**src/rtl/dmr_pkg.sv**
```systemverilog
package dmr_pkg;

    typedef enum logic [1:0] {
        DM_NORMAL    = 2'b00,
        DM_LOOP      = 2'b01,
        DM_ECHO      = 2'b10,
        DM_LOOP_ECHO = 2'b11
    } diag_mode_e;

    typedef enum logic [1:0] {
        PR_HDLC   = 2'b00,
        PR_TRANSP = 2'b01,
        PR_ENET   = 2'b10,
        PR_RSVD   = 2'b11
    } proto_e;

    // level driven on a path that is not enabled
    localparam logic IDLE_LEVEL = 1'b1;

    typedef struct packed {
        diag_mode_e mode;
        logic       tx_inv;
        proto_e     proto;
        logic       loop_txd_high;
    } chan_cfg_t;

    typedef struct packed {
        logic rx_en;
        logic tx_en;
    } gate_t;

    typedef struct packed {
        logic rx_bit;   // next value for the receive stream
        logic txd;      // next value for the transmit pin
    } route_t;

    function automatic logic loops_back(input diag_mode_e m);
        return m[0];
    endfunction

    function automatic logic echoes(input diag_mode_e m);
        return m[1];
    endfunction

    // Ethernet uses the opposite edge sense from the bit-synchronous protocols
    function automatic logic launch_on_falling(input logic inv, input proto_e p);
        return (p == PR_ENET) ? inv : !inv;
    endfunction

endpackage

```
**src/rtl/dmr_cfg_reg.sv**
```systemverilog
module dmr_cfg_reg
    import dmr_pkg::*;
(
    input  logic      clk,
    input  logic      rst,
    input  chan_cfg_t cfg_d,
    output chan_cfg_t cfg_q
);

    // captured once per bit boundary
    always_ff @(posedge clk) begin
        if (rst) begin
            cfg_q <= '0;
        end else begin
            cfg_q <= cfg_d;
        end
    end

endmodule

```
**src/rtl/dmr_gate.sv**
```systemverilog
module dmr_gate
    import dmr_pkg::*;
(
    input  diag_mode_e mode,
    input  logic       cd,
    input  logic       cts,
    output gate_t      gate
);

    always_comb begin
        gate.rx_en = cd;
        gate.tx_en = cts;
        case (mode)
            DM_NORMAL, DM_LOOP: begin
                gate.rx_en = cd;
                gate.tx_en = cts;
            end
            DM_ECHO: begin
                gate.rx_en = cd;
                gate.tx_en = 1'b1;
            end
            DM_LOOP_ECHO: begin
                gate.rx_en = 1'b1;
                gate.tx_en = 1'b1;
            end
            default: begin
                gate.rx_en = cd;
                gate.tx_en = cts;
            end
        endcase
    end

endmodule

```
**src/rtl/dmr_route.sv**
```systemverilog
module dmr_route
    import dmr_pkg::*;
(
    input  diag_mode_e mode,
    input  logic       hold_high,
    input  gate_t      gate,
    input  logic       rxd,
    input  logic       tx_bit,
    output route_t     route
);

    logic rx_src;
    logic tx_src;
    logic hold_now;

    assign rx_src   = loops_back(mode) ? tx_bit : rxd;
    assign tx_src   = echoes(mode) ? rxd : tx_bit;
    assign hold_now = (mode == DM_LOOP) && hold_high;

    always_comb begin
        route.rx_bit = gate.rx_en ? rx_src : IDLE_LEVEL;
        if (!gate.tx_en || hold_now) begin
            route.txd = IDLE_LEVEL;
        end else begin
            route.txd = tx_src;
        end
    end

endmodule

```
**src/rtl/dmr_launch.sv**
```systemverilog
module dmr_launch #(
    parameter logic RESET_LEVEL = 1'b1
) (
    input  logic clk,
    input  logic rst,
    input  logic fall_sel,
    input  logic d,
    output logic q
);

    logic rise_q;
    logic fall_q;

    always_ff @(posedge clk) begin
        if (rst) begin
            rise_q <= RESET_LEVEL;
        end else begin
            rise_q <= d;
        end
    end

    // half-bit retimed copy for falling-edge launch
    always_ff @(negedge clk) begin
        if (rst) begin
            fall_q <= RESET_LEVEL;
        end else begin
            fall_q <= rise_q;
        end
    end

    assign q = fall_sel ? fall_q : rise_q;

endmodule

```
**src/rtl/dmr_router.sv**
```systemverilog
module dmr_router
    import dmr_pkg::*;
(
    input  logic       clk,
    input  logic       rst,
    input  logic [1:0] cfg_mode,
    input  logic       cfg_tx_inv,
    input  logic [1:0] cfg_proto,
    input  logic       cfg_loop_txd_high,
    input  logic       pin_rxd,
    input  logic       pin_cd,
    input  logic       pin_cts,
    input  logic       tx_bit,
    output logic       pin_txd,
    output logic       rx_bit,
    output logic       rx_en,
    output logic       tx_en
);

    chan_cfg_t  cfg_d;
    chan_cfg_t  cfg_q;
    gate_t      gate;
    route_t     route;
    logic       launch_fall;
    logic [1:0] act_mode;

    assign cfg_d = '{
        mode:          diag_mode_e'(cfg_mode),
        tx_inv:        cfg_tx_inv,
        proto:         proto_e'(cfg_proto),
        loop_txd_high: cfg_loop_txd_high
    };

    dmr_cfg_reg u_cfg (
        .clk   (clk),
        .rst   (rst),
        .cfg_d (cfg_d),
        .cfg_q (cfg_q)
    );

    dmr_gate u_gate (
        .mode (cfg_q.mode),
        .cd   (pin_cd),
        .cts  (pin_cts),
        .gate (gate)
    );

    dmr_route u_route (
        .mode      (cfg_q.mode),
        .hold_high (cfg_q.loop_txd_high),
        .gate      (gate),
        .rxd       (pin_rxd),
        .tx_bit    (tx_bit),
        .route     (route)
    );

    assign launch_fall = launch_on_falling(cfg_q.tx_inv, cfg_q.proto);

    dmr_launch #(
        .RESET_LEVEL (IDLE_LEVEL)
    ) u_launch (
        .clk      (clk),
        .rst      (rst),
        .fall_sel (launch_fall),
        .d        (route.txd),
        .q        (pin_txd)
    );

    always_ff @(posedge clk) begin
        if (rst) begin
            rx_en  <= 1'b0;
            tx_en  <= 1'b0;
            rx_bit <= IDLE_LEVEL;
        end else begin
            rx_en  <= gate.rx_en;
            tx_en  <= gate.tx_en;
            rx_bit <= route.rx_bit;
        end
    end

    assign act_mode = cfg_q.mode;

endmodule

```
**config.mk**
```make
export PLATFORM = sky130hd
export DESIGN_NAME = dmr_router
export DESIGN_NICKNAME = d
export VERILOG_FILES = /design/src/rtl/dmr_pkg.sv /design/src/rtl/dmr_cfg_reg.sv /design/src/rtl/dmr_gate.sv /design/src/rtl/dmr_route.sv /design/src/rtl/dmr_launch.sv /design/src/rtl/dmr_router.sv
export SDC_FILE = /design/constraint.sdc
export NUM_CORES = 1
export LEC_CHECK = 0
export CORE_AREA = 10 10 47 49
export DETAILED_ROUTE_END_ITERATION = 10
export DIE_AREA = 0 0 57 59
export GPL_TIMING_DRIVEN = 0
export PLACE_DENSITY = 0.67
export RECOVER_POWER = 25
export SETUP_SLACK_MARGIN = 0.5
export SLEW_MARGIN = 20
export SYNTH_ARGS = -nofsm -noshare
export SYNTH_HDL_FRONTEND = slang
export SYNTH_HIERARCHICAL = 1
export SYNTH_SLANG_ARGS = --single-unit
export TNS_END_PERCENT = 5
```
**constraint.sdc**
```tcl
create_clock -name clk -period 2.45 [get_ports clk]
set_clock_uncertainty 0.15 [all_clocks]
set_input_delay 0.245 -clock clk [delete_from_list [all_inputs] [get_ports clk]]
set_output_delay 0.245 -clock clk [all_outputs]
set_load 0.03 [all_outputs]
```
Yosys cells after proc, flatten, opt, wreduce, memory -nomap -nowiden:

Cells that the tools add are included.

* memories kept: 0
* input bits: 12
* output and inout port bits: 4
* word-level logic and storage cells: 27
* bits in latches: 0
* RAM bits: 0
* memory bits (read-only): 0
* register bits: 11

* reduce and logical (&&, ||, !) cells: 8
* multiply operators: 0
* shifts and indexed selects: 0
* $lt $le $gt $ge: 0
* divide/modulo/power cells: 0
* $add $sub $neg: 0
* bitwise gates (word level): 1
* eq/ne operators: 4
* mux-type cells: 5

Operators with widths (number)
* == test 2 bit (second input constant): 3
* case mux 2 bit (3 select lines): 1
* OR reduction 2 bit: 3
* 2-to-1 mux 1 bit: 4
* == test 2 x 1 -> 1 bit (second input constant): 1
* zero test 1 bit: 2
* zero test 2 bit: 1
* logical AND 1 bit: 1
* logical OR 1 bit: 1
* NOT 1 bit: 1

Depth between registers and ports, before layout:

* word-level depth: 6
* mapped depth: 3
* mapped depth without buffers: 3

Modules after synthesis:

The synthesis kept the hierarchy.

By module, submodules not included
* dmr_cfg_reg: sequential area each 120.1 um^2, instances 1, area each 157.7 um^2, cells each 12
* dmr_router: sequential area each 60.1 um^2, instances 1, area each 101.3 um^2, cells each 8
* dmr_launch: sequential area each 40.0 um^2, instances 1, area each 71.3 um^2, cells each 6
* dmr_route: sequential area each 0.0 um^2, instances 1, area each 37.5 um^2, cells each 5
* dmr_gate: sequential area each 0.0 um^2, instances 1, area each 15.0 um^2, cells each 2

==> out/metrics.cfg <==
[status]
status=finished with violations
violations=setup timing

[synthesis]
syn-num-nets=45
synthAdderAreaFrac_pct=0
synth_compound_area_share_pct=6.86
synthXorXnorAreaFrac_pct=2.29
seq_area_frac_synth_pct=57.5
synth_edf_count=0
synthSimpleGateAreaFrac_pct=25.8
synth_seq_cells=11
synthFlopType=dfxtp_1
synth_area_leaders=dfxtp_1, nor2b_1, mux2_4, nor2b_4, a211oi_2
synth_cell_type_count=13
synth_top_family_by_area=simple AND/OR/NAND/NOR gates
yosys_warnings=6
syn-cell-area_um2=383
syn_avg_cell_area_um2=11.6
synth_top_area_share_pct=57.5
muxShareOfSynthArea_pct=6.54
yosys.area.top_type=dfxtp_1
yosysMostFrequentCell=dfxtp_1
synth-async-reset-ratio_pct=0
synthTopCellsByCount=dfxtp_1, nor2b_1, or2_1, or2_2
synthCells=33

[drt]
initialDrtViolationCount=3
num_vias=277
drtAntennaViolNets=0
routed_wl_um=708
routedWlPerCell_um=10.4
drcViolationCount=0
via_per_inst=4.07
firstDrtPassIters=2

[layout]
area_delta_synth_final_pct=53.3
final_core_util_pct=41.9
num_antenna_cells=0
multi_input_area_um2=161
num-nets-final=65
layout-drive-gt1-share_pct=25.0
fill_cells=160
regArea_um2=221

[grt]
grt_max_degree=12
top_usage_layer=met2
use_met2_pct=5.74
gr-total-overflow=0
grt_pass1_vias=279
grt_pass1_wl_um=1040
antenna_found_initial=0
grtUsageTotal_pct=4.16
use_met1_pct=3.47
met3_usage_pct=3.22

[power_and_ir_drop]
clock_power_share_pct=34.0
peakVddDrop_mv=0.307
p_switching_uw=89.0
seq_power_share_pct=51.9
combPwrFrac_pct=14.1
power.leakage_nw=0.230
swShare_pct=23.9
powerDensity_mw_per_mm2=636
power.total_uw=373
internal_power_uw=284

[clocking]
clk_latency_ns=0.27
cts_num_sinks=11
holdBufCountCts=0
htreeDepth=1
cts_tree=done
cts_root_buffer=clkbuf_4
numCtsBuffers=3
cts_buffer_depth=2
path_clk_slew_ns=0.07

[run]
drv_cap=0

[setup_path]
max_stage_delay_ns=0.29
crit_end=pin_txd
startpoint=u_launch/fall_q
rrSetupSlack_ns=0.47
crit_required_ns=2.06
crit-reg2reg-launch=u_launch/rise_q
path_class=reg -> out
crit_fanout=1
r2r_end=u_launch/fall_q
slowest_stage=dfxtp_1
reg2reg_depth=1
critPathCaptureType=output port
cp_data_arrival_time_ns=2.22
crit_chain=mux2_4 -> buf_6
startpoint_type=register

[sta]
setup_tns_ns=-0.166
grt_setup_unrepaired=true
finalHoldViolations=0
setup_violations=1
worst_slack_ns=-0.166
slew_violations=0
tightestPinTransition_ns=0.319
max_slew_margin_pct=78.6

[floorplanning]
ios=16
placementRows=14
die_area_mm2=0.00336
die_x_um=57
core-area_mm2=0.00140
initial_core_util_pct=27.3
die_h_um=59

[placed_design]
place_ws_ns=-0.290
portBuffers=15
place.gp.congestion=0.644

[min_path]
hold_class=in -> reg

worst min-delay path by stage:
stage,start,to,slack [ns],depth (start not counted)
final,rst,u_cfg/cfg_q[0],0.22,2
after detailed placement,u_cfg/cfg_q[0],u_launch/rise_q,0.45,3
after global placement,u_cfg/cfg_q[0],u_launch/rise_q,0.45,3
after floorplan,rst,rx_en,0.17,1
after CTS,rst,u_cfg/cfg_q[0],0.22,2
after global routing,rst,u_cfg/cfg_q[5],0.23,2
sequential cells by signal, summed over array words and instances (netlist names):
register,cells
rx_bit,1
rx_en,1
tx_en,1
u_cfg/cfg_q,6
u_launch/fall_q,1
u_launch/rise_q,1
layer usage:
metal,vias up,part of all wire (%)
met5,-,0
met4,0,0
met3,0,12
met2,11,47
met1,125,41
li1,141,-
through the flow:
stage / cell area, um^2 / hold WS, ns / instances
finish: 587 / 0.223 / 68
CTS: 587 / 0.220 / 68
global route: 587 / 0.228 / 68
global placement: 553 / 0.453 / 64
floorplan: 383 / 0.167 / 33
detailed placement: 553 / 0.451 / 64
layout make-up:
class | instances | share of cell area, %
sequential | 11 | 37.7
clock buffer | 3 | 3.84
timing repair buffer | 15 | 26.0
tap | 16 | 3.41
multi-input combinational | 21 | 27.5
clock inverter | 2 | 1.49
critical path: cells and delay by family, from the launching register on:
| family | cells | cell delay (ns) |
|---|---|---|
| buffers and inverters | 1 | 0.14 |
| flip-flops | 1 | 0.29 |
| multiplexers | 1 | 0.25 |
power by group through the flow:
stage	logic, mW	clock network (mW)	registers [mW]
after global routing	0.0560	0.138	0.195
after detailed placement	0.0537	0.00511	0.197
after CTS	0.0544	0.133	0.194
after floorplan	0.0190	0.00511	0.203
final	0.0527	0.127	0.193
after global placement	0.0534	0.00511	0.197
cell usage in the layout, fill, tap and decap left out:
cell             instances
mux2_4                   1
or2_1                    2
mux2i_1                  1
clkdlybuf4s15_2          1
clkinvlp_2               1
or2_4                    1
xnor2_1                  1
dfxtp_2                  1
o21ai_1                  1
clkdlybuf4s50_1         10
nand2_1                  1
a211oi_2                 1
nor2b_1                  9
inv_1                    1
or2_2                    1
nor2b_4                  1
a21o_2                   1
dfxtp_1                 10
dlygate4sd3_1            3
clkbuf_4                 3
buf_6                    1
timing repair:
item / in CTS / in global routing
pin swaps: 1 / 1
buffers inserted: 0 / 0
setup endpoints to repair: 2 / 2
gates resized for setup: 12 / 0
cells by family after synthesis:
family | count (synthesis)
simple gates | 15
flops | 11
compound gates | 3
mux | 2
xor+xnor | 1
buf+inv | 1
Power figures use the tool's default switching activity.
